**src/rtl/irw_pkg.sv**
```systemverilog
package irw_pkg;

    typedef enum logic [1:0] {
        ST_IDLE,
        ST_DECODE,
        ST_KICK,
        ST_DONE
    } irw_state_e;

    typedef enum logic [2:0] {
        TGT_NONE,
        TGT_INDEX,
        TGT_ID,
        TGT_VER,
        TGT_ARB,
        TGT_ENTRY
    } irw_tgt_e;

    localparam logic [1:0] SZ_WORD = 2'd2;

    localparam int IDX_ID  = 0;
    localparam int IDX_VER = 1;
    localparam int IDX_ARB = 2;

endpackage

```
**src/rtl/irw_decode.sv**
```systemverilog
module irw_decode
    import irw_pkg::*;
#(
    parameter int          NUM_PINS   = 24,
    parameter int          IDX_W      = 8,
    parameter int          ENT_W      = 5,
    parameter int          TBL_BASE   = 16,
    parameter logic [7:0]  OFS_INDEX  = 8'h00,
    parameter logic [7:0]  OFS_WINDOW = 8'h10
) (
    input  logic [7:0]       ofs,
    input  logic [IDX_W-1:0] idx,
    input  logic [1:0]       size,
    output irw_tgt_e         tgt,
    output logic [ENT_W-1:0] ent,
    output logic             hi
);

    localparam int LAST_IDX = TBL_BASE + 2 * NUM_PINS - 1;

    logic [IDX_W-1:0] rel;
    logic             in_tbl;
    logic             unused_rel;

    assign rel        = idx - IDX_W'(TBL_BASE);
    assign in_tbl     = (int'(idx) >= TBL_BASE) && (int'(idx) <= LAST_IDX);
    assign unused_rel = ^{rel[IDX_W-1:ENT_W+1], rel[0]};
    assign ent        = in_tbl ? rel[ENT_W:1] : '0;
    assign hi         = idx[0];

    always_comb begin
        tgt = TGT_NONE;
        if (ofs == OFS_INDEX) begin
            tgt = TGT_INDEX;
        end else if (ofs == OFS_WINDOW && size == SZ_WORD) begin
            if (int'(idx) == IDX_ID) begin
                tgt = TGT_ID;
            end else if (int'(idx) == IDX_VER) begin
                tgt = TGT_VER;
            end else if (int'(idx) == IDX_ARB) begin
                tgt = TGT_ARB;
            end else if (in_tbl) begin
                tgt = TGT_ENTRY;
            end
        end
    end

endmodule

```
**src/rtl/irw_regs.sv**
```systemverilog
module irw_regs #(
    parameter int IDX_W = 8,
    parameter int ID_W  = 4
) (
    input  logic             clk,
    input  logic             rst_n,
    input  logic             idx_we,
    input  logic [IDX_W-1:0] idx_wdata,
    input  logic             id_we,
    input  logic [ID_W-1:0]  id_wdata,
    output logic [IDX_W-1:0] index_q,
    output logic [ID_W-1:0]  id_q
);

    always_ff @(posedge clk) begin
        if (!rst_n) begin
            index_q <= '0;
            id_q    <= '0;
        end else begin
            if (idx_we) begin
                index_q <= idx_wdata;
            end
            if (id_we) begin
                id_q <= id_wdata;
            end
        end
    end

endmodule

```
**src/rtl/irw_fsm.sv**
```systemverilog
module irw_fsm
    import irw_pkg::*;
(
    input  logic     clk,
    input  logic     rst_n,
    input  logic     req_valid,
    input  logic     lat_write,
    input  irw_tgt_e tgt,
    output logic     req_ready,
    output logic     accept,
    output logic     exec,
    output logic     ent_wr,
    output logic     ent_reeval,
    output logic     rsp_valid
);

    irw_state_e state_q;
    irw_state_e state_d;

    always_ff @(posedge clk) begin
        if (!rst_n) begin
            state_q <= ST_IDLE;
        end else begin
            state_q <= state_d;
        end
    end

    always_comb begin
        state_d = state_q;
        unique case (state_q)
            ST_IDLE:   if (req_valid) state_d = ST_DECODE;
            ST_DECODE: state_d = (lat_write && tgt == TGT_ENTRY) ? ST_KICK : ST_DONE;
            ST_KICK:   state_d = ST_DONE;
            ST_DONE:   state_d = ST_IDLE;
            default:   state_d = ST_IDLE;
        endcase
    end

    always_comb begin
        req_ready  = 1'b0;
        accept     = 1'b0;
        exec       = 1'b0;
        ent_wr     = 1'b0;
        ent_reeval = 1'b0;
        rsp_valid  = 1'b0;
        unique case (state_q)
            ST_IDLE: begin
                req_ready = 1'b1;
                accept    = req_valid;
            end
            ST_DECODE: begin
                exec   = 1'b1;
                ent_wr = lat_write && (tgt == TGT_ENTRY);
            end
            ST_KICK:  ent_reeval = 1'b1;
            ST_DONE:  rsp_valid  = 1'b1;
            default: ;
        endcase
    end

    // every update strobe is followed by a re-evaluation pulse
    p_kick_follows_r9: assert property (@(posedge clk) disable iff (!rst_n)
        ent_wr |=> ent_reeval);

    // a re-evaluation pulse only comes from an update strobe
    p_kick_cause_r9: assert property (@(posedge clk) disable iff (!rst_n)
        ent_reeval |-> $past(ent_wr));

    // response lasts one cycle and the block is ready afterwards
    p_rsp_pulse_r10: assert property (@(posedge clk) disable iff (!rst_n)
        rsp_valid |=> (!rsp_valid && req_ready));

endmodule

```
**src/rtl/irq_route_regwin.sv**
```systemverilog
module irq_route_regwin
    import irw_pkg::*;
#(
    parameter int          NUM_PINS     = 24,
    parameter int          ADDR_W       = 12,
    parameter int          IDX_W        = 8,
    parameter int          ID_W         = 4,
    parameter int          ID_SHIFT     = 24,
    parameter int          MAXENT_SHIFT = 16,
    parameter logic [7:0]  VERSION      = 8'h11,
    parameter int          TBL_BASE     = 16,
    parameter logic [7:0]  OFS_INDEX    = 8'h00,
    parameter logic [7:0]  OFS_WINDOW   = 8'h10,
    localparam int         ENT_W        = $clog2(NUM_PINS)
) (
    input  logic              clk,
    input  logic              rst_n,
    input  logic              req_valid,
    output logic              req_ready,
    input  logic              req_write,
    input  logic [ADDR_W-1:0] req_addr,
    input  logic [1:0]        req_size,
    input  logic [31:0]       req_wdata,
    output logic              rsp_valid,
    output logic [31:0]       rsp_rdata,
    output logic [ENT_W-1:0]  ent_sel,
    input  logic [63:0]       ent_rdata,
    output logic              ent_wr,
    output logic              ent_wr_hi,
    output logic [31:0]       ent_wdata,
    output logic              ent_reeval
);

    localparam logic [31:0] VER_VALUE =
        32'(VERSION) | (32'(NUM_PINS - 1) << MAXENT_SHIFT);

    logic [7:0]       lat_ofs;
    logic             lat_write;
    logic [1:0]       lat_size;
    logic [31:0]      lat_wdata;
    logic [31:0]      rdata_q;
    logic [31:0]      rd_mux;
    logic [IDX_W-1:0] index_q;
    logic [ID_W-1:0]  id_q;
    irw_tgt_e         tgt;
    logic [ENT_W-1:0] ent;
    logic             hi;
    logic             accept;
    logic             exec;
    logic             unused_addr_hi;

    assign unused_addr_hi = ^req_addr[ADDR_W-1:8];

    always_ff @(posedge clk) begin
        if (!rst_n) begin
            lat_ofs   <= '0;
            lat_write <= 1'b0;
            lat_size  <= '0;
            lat_wdata <= '0;
            rdata_q   <= '0;
        end else begin
            if (accept) begin
                lat_ofs   <= req_addr[7:0];
                lat_write <= req_write;
                lat_size  <= req_size;
                lat_wdata <= req_wdata;
            end
            if (exec) begin
                rdata_q <= lat_write ? 32'd0 : rd_mux;
            end
        end
    end

    irw_decode #(
        .NUM_PINS   (NUM_PINS),
        .IDX_W      (IDX_W),
        .ENT_W      (ENT_W),
        .TBL_BASE   (TBL_BASE),
        .OFS_INDEX  (OFS_INDEX),
        .OFS_WINDOW (OFS_WINDOW)
    ) u_decode (
        .ofs  (lat_ofs),
        .idx  (index_q),
        .size (lat_size),
        .tgt  (tgt),
        .ent  (ent),
        .hi   (hi)
    );

    irw_regs #(
        .IDX_W (IDX_W),
        .ID_W  (ID_W)
    ) u_regs (
        .clk       (clk),
        .rst_n     (rst_n),
        .idx_we    (exec && lat_write && tgt == TGT_INDEX),
        .idx_wdata (lat_wdata[IDX_W-1:0]),
        .id_we     (exec && lat_write && tgt == TGT_ID),
        .id_wdata  (lat_wdata[ID_SHIFT +: ID_W]),
        .index_q   (index_q),
        .id_q      (id_q)
    );

    irw_fsm u_fsm (
        .clk        (clk),
        .rst_n      (rst_n),
        .req_valid  (req_valid),
        .lat_write  (lat_write),
        .tgt        (tgt),
        .req_ready  (req_ready),
        .accept     (accept),
        .exec       (exec),
        .ent_wr     (ent_wr),
        .ent_reeval (ent_reeval),
        .rsp_valid  (rsp_valid)
    );

    always_comb begin
        case (tgt)
            TGT_INDEX: rd_mux = 32'(index_q);
            TGT_ID:    rd_mux = 32'(id_q) << ID_SHIFT;
            TGT_VER:   rd_mux = VER_VALUE;
            TGT_ENTRY: rd_mux = hi ? ent_rdata[63:32] : ent_rdata[31:0];
            default:   rd_mux = 32'd0;
        endcase
    end

    assign rsp_rdata = rdata_q;
    assign ent_sel   = ent;
    assign ent_wr_hi = hi;
    assign ent_wdata = lat_wdata;

    // an update strobe only comes from a four-byte access
    p_wr_word_r3: assert property (@(posedge clk) disable iff (!rst_n)
        ent_wr |-> (lat_size == SZ_WORD));

    // a narrow window read returns zero
    p_narrow_zero_r3: assert property (@(posedge clk) disable iff (!rst_n)
        (rsp_valid && !lat_write && lat_ofs == OFS_WINDOW && lat_size != SZ_WORD)
        |-> (rsp_rdata == 32'd0));

    // the version register always returns its fixed value
    p_ver_fixed_r5: assert property (@(posedge clk) disable iff (!rst_n)
        (rsp_valid && !lat_write && lat_ofs == OFS_WINDOW && lat_size == SZ_WORD
         && int'(index_q) == IDX_VER) |-> (rsp_rdata == VER_VALUE));

    // an entry target always names an existing entry
    p_ent_range_r8: assert property (@(posedge clk) disable iff (!rst_n)
        (tgt == TGT_ENTRY) |-> (int'(ent_sel) < NUM_PINS));

endmodule

```
**config.mk**
```make
export PLATFORM = sky130hd
export DESIGN_NAME = irq_route_regwin
export DESIGN_NICKNAME = d
export VERILOG_FILES = /design/src/rtl/irw_pkg.sv /design/src/rtl/irw_decode.sv /design/src/rtl/irw_regs.sv /design/src/rtl/irw_fsm.sv /design/src/rtl/irq_route_regwin.sv
export SDC_FILE = /design/constraint.sdc
export NUM_CORES = 1
export LEC_CHECK = 0
export BUFFER_PORTS_ARGS = -buffer_cell sky130_fd_sc_hd__buf_2
export CAP_MARGIN = 15
export CORE_MARGIN = 1.5
export CORE_UTILIZATION = 48
export CTS_CLUSTER_SIZE = 16
export DETAILED_ROUTE_END_ITERATION = 12
export GPL_ROUTABILITY_DRIVEN = 0
export PLACE_DENSITY = 0.85
export SYNTH_ARGS = -nofsm -noshare
export SYNTH_HDL_FRONTEND = slang
export SYNTH_SLANG_ARGS = --single-unit
```
**constraint.sdc**
```tcl
create_clock -name clk -period 2.58 [get_ports clk]
set_input_delay 0.129 -clock clk [delete_from_list [all_inputs] [get_ports clk]]
set_output_delay 0.129 -clock clk [all_outputs]
set_load 0.01 [all_outputs]
```
== Yosys cells after proc, flatten, opt, wreduce, memory -nomap -nowiden ==
Cells that the tools add are included.
W data, S select, Z words.

* Bits of input ports: 114
* Logic and storage cells: 51
* Flip-flop bits (word level): 89

* Add/sub/neg operators: 1
* Mux-type cells: 19
* Equal/unequal tests: 12
* $lt $le $gt $ge: 2
* Reduce and logical (&&, ||, !) cells: 9

{| class="wikitable"
|+ Operator list
! operator !! count
|-
| $pmux W32 S4 || 1
|-
| $mux W32 || 2
|-
| $mux W3 || 6
|-
| $logic_not A8 Y1 || 2
|-
| $eq A8 B2 Y1 const B || 1
|-
| $eq A8 B3 Y1 const B || 1
|-
| $eq A8 B5 Y1 const B || 1
|-
| $ge A8 B5 Y1 const B || 1
|-
| $le A8 B6 Y1 const B || 1
|-
| $pmux W2 S4 || 1
|-
| $mux W1 || 7
|-
| $eq A2 B2 Y1 const B || 3
|-
| $eq A3 B2 Y1 const B || 2
|-
| $logic_and A1 B1 Y1 || 6
|-
| $sub A6 B5 Y6 const B || 1
|-
| $mux W5 || 1
|-
| $eq A3 B1 Y1 const B || 1
|-
| $eq A3 B3 Y1 const B || 1
|-
| $eq A2 B1 Y1 const B || 1
|-
| $logic_not A2 Y1 || 1
|-
| $mux W2 || 1
|-
| $ne A2 B2 Y1 const B || 1
|}

== Depth between registers and ports, before layout ==
* Depth in word-level cells: 12
* Depth in mapped cells: 10
* Gate-level depth less buffers: 7

== Cells and area by module ==
A second synthesis with hierarchy kept.

* Cell total of the unflattened synthesis: 404
* Area, all modules: 4155.2 um^2

{| class="wikitable"
|+ By module, submodules not included
! module !! area an instance (um^2) !! cells each !! seq. area each (um^2) !! instances
|-
| irq_route_regwin || 3260.6 || 310 || 1501.4 || 1
|-
| irw_regs || 459.2 || 39 || 240.2 || 1
|-
| irw_decode || 236.5 || 35 || 0.0 || 1
|-
| irw_fsm || 198.9 || 20 || 40.0 || 1
|}

== Least setup slack after synthesis ==
No wires, ideal clock.

* Path type: flip-flop to flip-flop
* Start point: register u_regs.index_q[4]
* End point: register rdata_q[15], in the netlist rsp_rdata[15]
* Path slack: 506 ps
* Buffers on the path: 3
* Data required time: 2465 ps
* Cell stages (with the launch flop): 11
* Data arrival time: 1959 ps
* Clock period less this slack: 2074 ps
* Cell sequence: dfxtp_1 -> inv_1 -> ha_1 -> or4b_1 -> or3_1 -> buf_2 -> nand2b_1 -> buf_4 -> buf_6 -> nor4_1 -> o21a_1

* Word-level cells in the longest chain between the ends: 11
* Elaborated cells between the ends (all ways): 18

{| class="wikitable"
|+ RTL lines
! item !! RTL line !! source
|-
| start: declaration || irw_regs.sv:11 || <nowiki>output logic [IDX_W-1:0] index_q,</nowiki>
|-
| start signal: assignment || irw_regs.sv:21 || <nowiki>index_q <= idx_wdata;</nowiki>
|-
| $ge A8 B5 Y1 / $le A8 B6 Y1 (equally long branches) || irw_decode.sv:26 || <nowiki>assign in_tbl = (int'(idx) >= TBL_BASE) && (int'(idx) <= LAST_IDX);</nowiki>
|-
| $logic_and A1 B1 Y1 || irw_decode.sv:26 ||
|-
| $mux W3 || irw_decode.sv:42 || <nowiki>end else if (in_tbl) begin</nowiki>
|-
| $mux W3 || irw_decode.sv:40 || <nowiki>end else if (int'(idx) == IDX_ARB) begin</nowiki>
|-
| $mux W3 || irw_decode.sv:38 || <nowiki>end else if (int'(idx) == IDX_VER) begin</nowiki>
|-
| $mux W3 (*) || irw_decode.sv:36 || <nowiki>if (int'(idx) == IDX_ID) begin</nowiki>
|-
| $mux W3 (*) || irw_decode.sv:35 || <nowiki>end else if (ofs == OFS_WINDOW && size == SZ_WORD) begin</nowiki>
|-
| $mux W3 (*) || irw_decode.sv:33 || <nowiki>if (ofs == OFS_INDEX) begin</nowiki>
|-
| $eq A3 B3 Y1, or another cell as far along || irq_route_regwin.sv:119 || <nowiki>case (tgt)</nowiki>
|-
| $pmux W32 S4 (*) || irq_route_regwin.sv:119 ||
|-
| $mux W32 (*) || irq_route_regwin.sv:69 || <nowiki>rdata_q <= lat_write ? 32'd0 : rd_mux;</nowiki>
|-
| end signal: assignment || irq_route_regwin.sv:69 ||
|-
| end: declaration || irq_route_regwin.sv:41 || <nowiki>logic [31:0] rdata_q;</nowiki>
|}

Every way passes the cells marked *; elsewhere a longest branch is shown, timed or not.
A chain may end at the register's enable or synchronous reset.

== Final worst setup path ==
* Start point: register u_regs.index_q[4]
* End point: output ent_wr

* Word-level cells in the longest chain between the ends: 11
* Elaborated cells between the ends (all ways): 15

{| class="wikitable"
|+ RTL lines
! item !! RTL line !! source
|-
| $ge A8 B5 Y1 / $le A8 B6 Y1 (equally long branches) || irw_decode.sv:26 ||
|-
| $logic_and A1 B1 Y1 || irw_decode.sv:26 ||
|-
| $mux W3 || irw_decode.sv:42 ||
|-
| $mux W3 || irw_decode.sv:40 ||
|-
| $mux W3 || irw_decode.sv:38 ||
|-
| $mux W3 (*) || irw_decode.sv:36 ||
|-
| $mux W3 (*) || irw_decode.sv:35 ||
|-
| $mux W3 (*) || irw_decode.sv:33 ||
|-
| $eq A3 B3 Y1 (*) || irw_fsm.sv:53 || <nowiki>ent_wr = lat_write && (tgt == TGT_ENTRY);</nowiki>
|-
| $logic_and A1 B1 Y1 (*) || irw_fsm.sv:53 ||
|-
| $mux W1 (*) || irw_fsm.sv:46 || <nowiki>unique case (state_q)</nowiki>
|-
| end: declaration || irq_route_regwin.sv:28 || <nowiki>output logic ent_wr,</nowiki>
|}

Marks and branches as above.

==> metrics.txt <==
status complete, no violations; Fillers 710; deepest clock path buffer count 2; final WL 11.4 mm; most frequent cell after synthesis nand2_1; post-synth top area share 0.418; CTS tree yes; Leak 2.45 nW; min cycle time layout 2.47 ns; Die Y 97.2 um; Cell Pwr Density 614 nW/um2; vias per inst 5.36; Synth area leaders dfxtp_1 42%, nand2_1 9.2%, mux2i_1 8.0%; worst r2r src u_regs.index_q[4]$_SDFFE_PN0P_; crit path kind reg -> out; sequential share of the synthesized area 0.418; CP required 2.45 ns; Post-Syn Nets 606; Syn Area/Cell 8.79 um2; die width 97.2 um; Routed WL per cell 14.7 um; cell taking the most area after synthesis dfxtp_1; yosys warns 0; worst-margin pin slew 0.633 ns; Hold Path Depth 3; vias in the first global route 3,917; DRC viols 0; reg-to-reg slack, setup 0.29 ns; Post-Synthesis Cells 485; Yosys cell types 40; Max Cap Viol 0; critical path fanouts, max 10; Initial Util 0.491; Worst Reg2Reg Path Length in Cells 9; #FFs+latches synth 89; H-tree levels 3; Peak VDD IR 0.372 mV; Layout Area Growth over Synthesis 29.4%; Top FF cell, synth dfxtp_1; Slew headroom 0.576; placed cells 749; Post-synth EDFFs 0; routed vias 4,139; DR iter-0 viols 201; DIE AREA 9450 um2; final hold violation count 0; Synth top cells by count 104 x nand2_1, 89 x dfxtp_1, 43 x a21boi_0, 34 x mux2i_1, 31 x nor2b_1; TritonCTS Sinks 89; global-route wire length before repair 18.3 mm; dpl hpwl 8.14 mm; Core ar. 8680 um2; Final Power 3.38 mW; Fmax 405 MHz; layout cells sized above 1 0.358; worst-case hold path end point lat_write$_SDFFE_PN0P_; setup repair after global routing missed its margin no; Rows 34; crit end category output pin; CP Data Arrival Time 2.34 ns; First-pass DRT Iterations 5; setup TNS 0 ns; Port Buf Inserts 183; Netlist Area Pre-Place 4260 um2; antenna-violating nets left 0; num ports 188; largest net degree at the start of global routing 58; worst min path class in -> reg; # hold bufs at CTS 0; final worst path period share 0.957; non-filler cells, final 772; CP startpoint kind register; GRT Total Usage 0.235; initial antenna violation count 0; max-slew violations 0; Ant. Diodes 0; grt ovf 0; Setup Viol. Count Final 0; Clock Skews 0.0100 ns; clock latency at the later pin of the worst-skew pair 0.35 ns; asr flop ratio synth 0; root buffer cell clkbuf_8; CTS Buf Count 9; hold path startpoint req_write; reg2reg end rsp_rdata[22]$_SDFFE_PN0P_; Nets 782; CTS clk-pin slew, worst paths 0.09 ns
==> repair_timing <==
| action | CTS | global route |
|---|---|---|
| endpoints found under the setup margin | 1 | 1 |
| setup buffers | 0 | 9 |
| pin swaps | 0 | 1 |
| resized for setup | 3 | 2 |
==> logic make-up (layout without fill, tap and decap cells) <==
kind of cell    after synthesis  after routing  share of synthesized area
fa+ha+maj                     7              7                     0.0206
mux                          47             47                      0.114
simple gates                193            193                      0.226
compound gates              107            107                      0.177
buf+inv                      42            221                     0.0443
flops                        89             89                      0.418
==> worst max-delay path, cell delays in order (launching register included) <==
cell	delay, ns
dfxtp_1	0.35
inv_1	0.12
ha_1	0.18
or4b_1	0.48
or3_4	0.41
nand2b_1	0.12
buf_6	0.14
nor3_1	0.05
buf_2	0.14
==> report_power, final <==
| group | total, mW | internal (mW) | switching, mW | leakage [nW] |
|---|---|---|---|---|
| Combinational | 0.800 | 0.303 | 0.497 | 1.62 |
| Clock | 1.02 | 0.537 | 0.487 | 0.102 |
| Sequential | 1.56 | 1.48 | 0.0799 | 0.724 |
| Total | 3.38 | 2.32 | 1.06 | 2.45 |
==> sequential cells by signal, summed over array words and instances, names as in the netlist <==
name / count
lat_size: 2
ent_wdata: 32
u_regs.index_q: 8
u_fsm.state_q: 2
lat_write: 1
lat_ofs: 8
u_regs.id_q: 4
rsp_rdata: 32
==> cell usage in the layout, fill, tap and decap left out, drive strengths merged, types with 3 or more instances in the layout <==
| master | count |
|---|---|
| buf | 202 |
| nand2 | 104 |
| dfxtp | 89 |
| a21boi | 43 |
| mux2i | 34 |
| nor2b | 32 |
| o21ai | 20 |
| nor4 | 18 |
| o21a | 17 |
| mux2 | 13 |
| nand2b | 10 |
| a32oi | 10 |
| clkbuf | 9 |
| nor2 | 7 |
| ha | 7 |
| inv | 6 |
| nor3 | 6 |
| and2 | 4 |
| a211oi | 4 |
| a21oi | 4 |
| nand4 | 4 |
| a31oi | 3 |
==> metrics by stage <==
| step | utilization | cell area [um2] | hold slack, ns | worst slack, ns |
|---|---|---|---|---|
| after global placement | 0.601 | 5220 | 0.379 | 0.389 |
| after floorplan | - | 4260 | 0.274 | 0.506 |
| after detailed placement | 0.601 | 5220 | 0.389 | 0.243 |
| final | 0.635 | 5510 | 0.0146 | 0.112 |
| after global routing | 0.635 | 5510 | 0.00636 | 0.0182 |
| after CTS | 0.627 | 5440 | 0.00504 | 0.0199 |
==> layout make-up <==
cell class                 instances  area, um2  share of cell area
inverter                           5       18.8             0.00340
clock buffer                       9        124              0.0225
multi-input combinational        354       2310               0.419
sequential                        89       1780               0.323
clock inverter                     5       81.3              0.0147
timing repair buffer             202       1060               0.193
tap                              108        135              0.0245
==> worst max-delay path by stage <==
stage	start	end	slack (ns)	cells after the start
floorplan	u_regs.index_q[4]$_SDFFE_PN0P_	rsp_rdata[15]$_SDFFE_PN0P_	0.51	10
global placement	u_regs.index_q[4]$_SDFFE_PN0P_	rsp_rdata[22]$_SDFFE_PN0P_	0.39	8
detailed placement	u_regs.index_q[4]$_SDFFE_PN0P_	rsp_rdata[29]$_SDFFE_PN0P_	0.24	7
CTS	u_regs.index_q[4]$_SDFFE_PN0P_	ent_wr	0.02	7
global route	u_regs.index_q[4]$_SDFFE_PN0P_	ent_wr	0.02	8
finish	u_regs.index_q[4]$_SDFFE_PN0P_	ent_wr	0.11	8
==> layer usage <==
| metal | vias up | routed length [um] | global-route usage |
|---|---|---|---|
| met5 | - | 0 | 0 |
| met1 | 1929 | 4750 | 0.279 |
| met3 | 20 | 727 | 0.0511 |
| li1 | 2034 | - | - |
| met4 | 0 | 197 | 0.0846 |
| met2 | 156 | 5690 | 0.417 |
(Power assumes the default switching activity.)
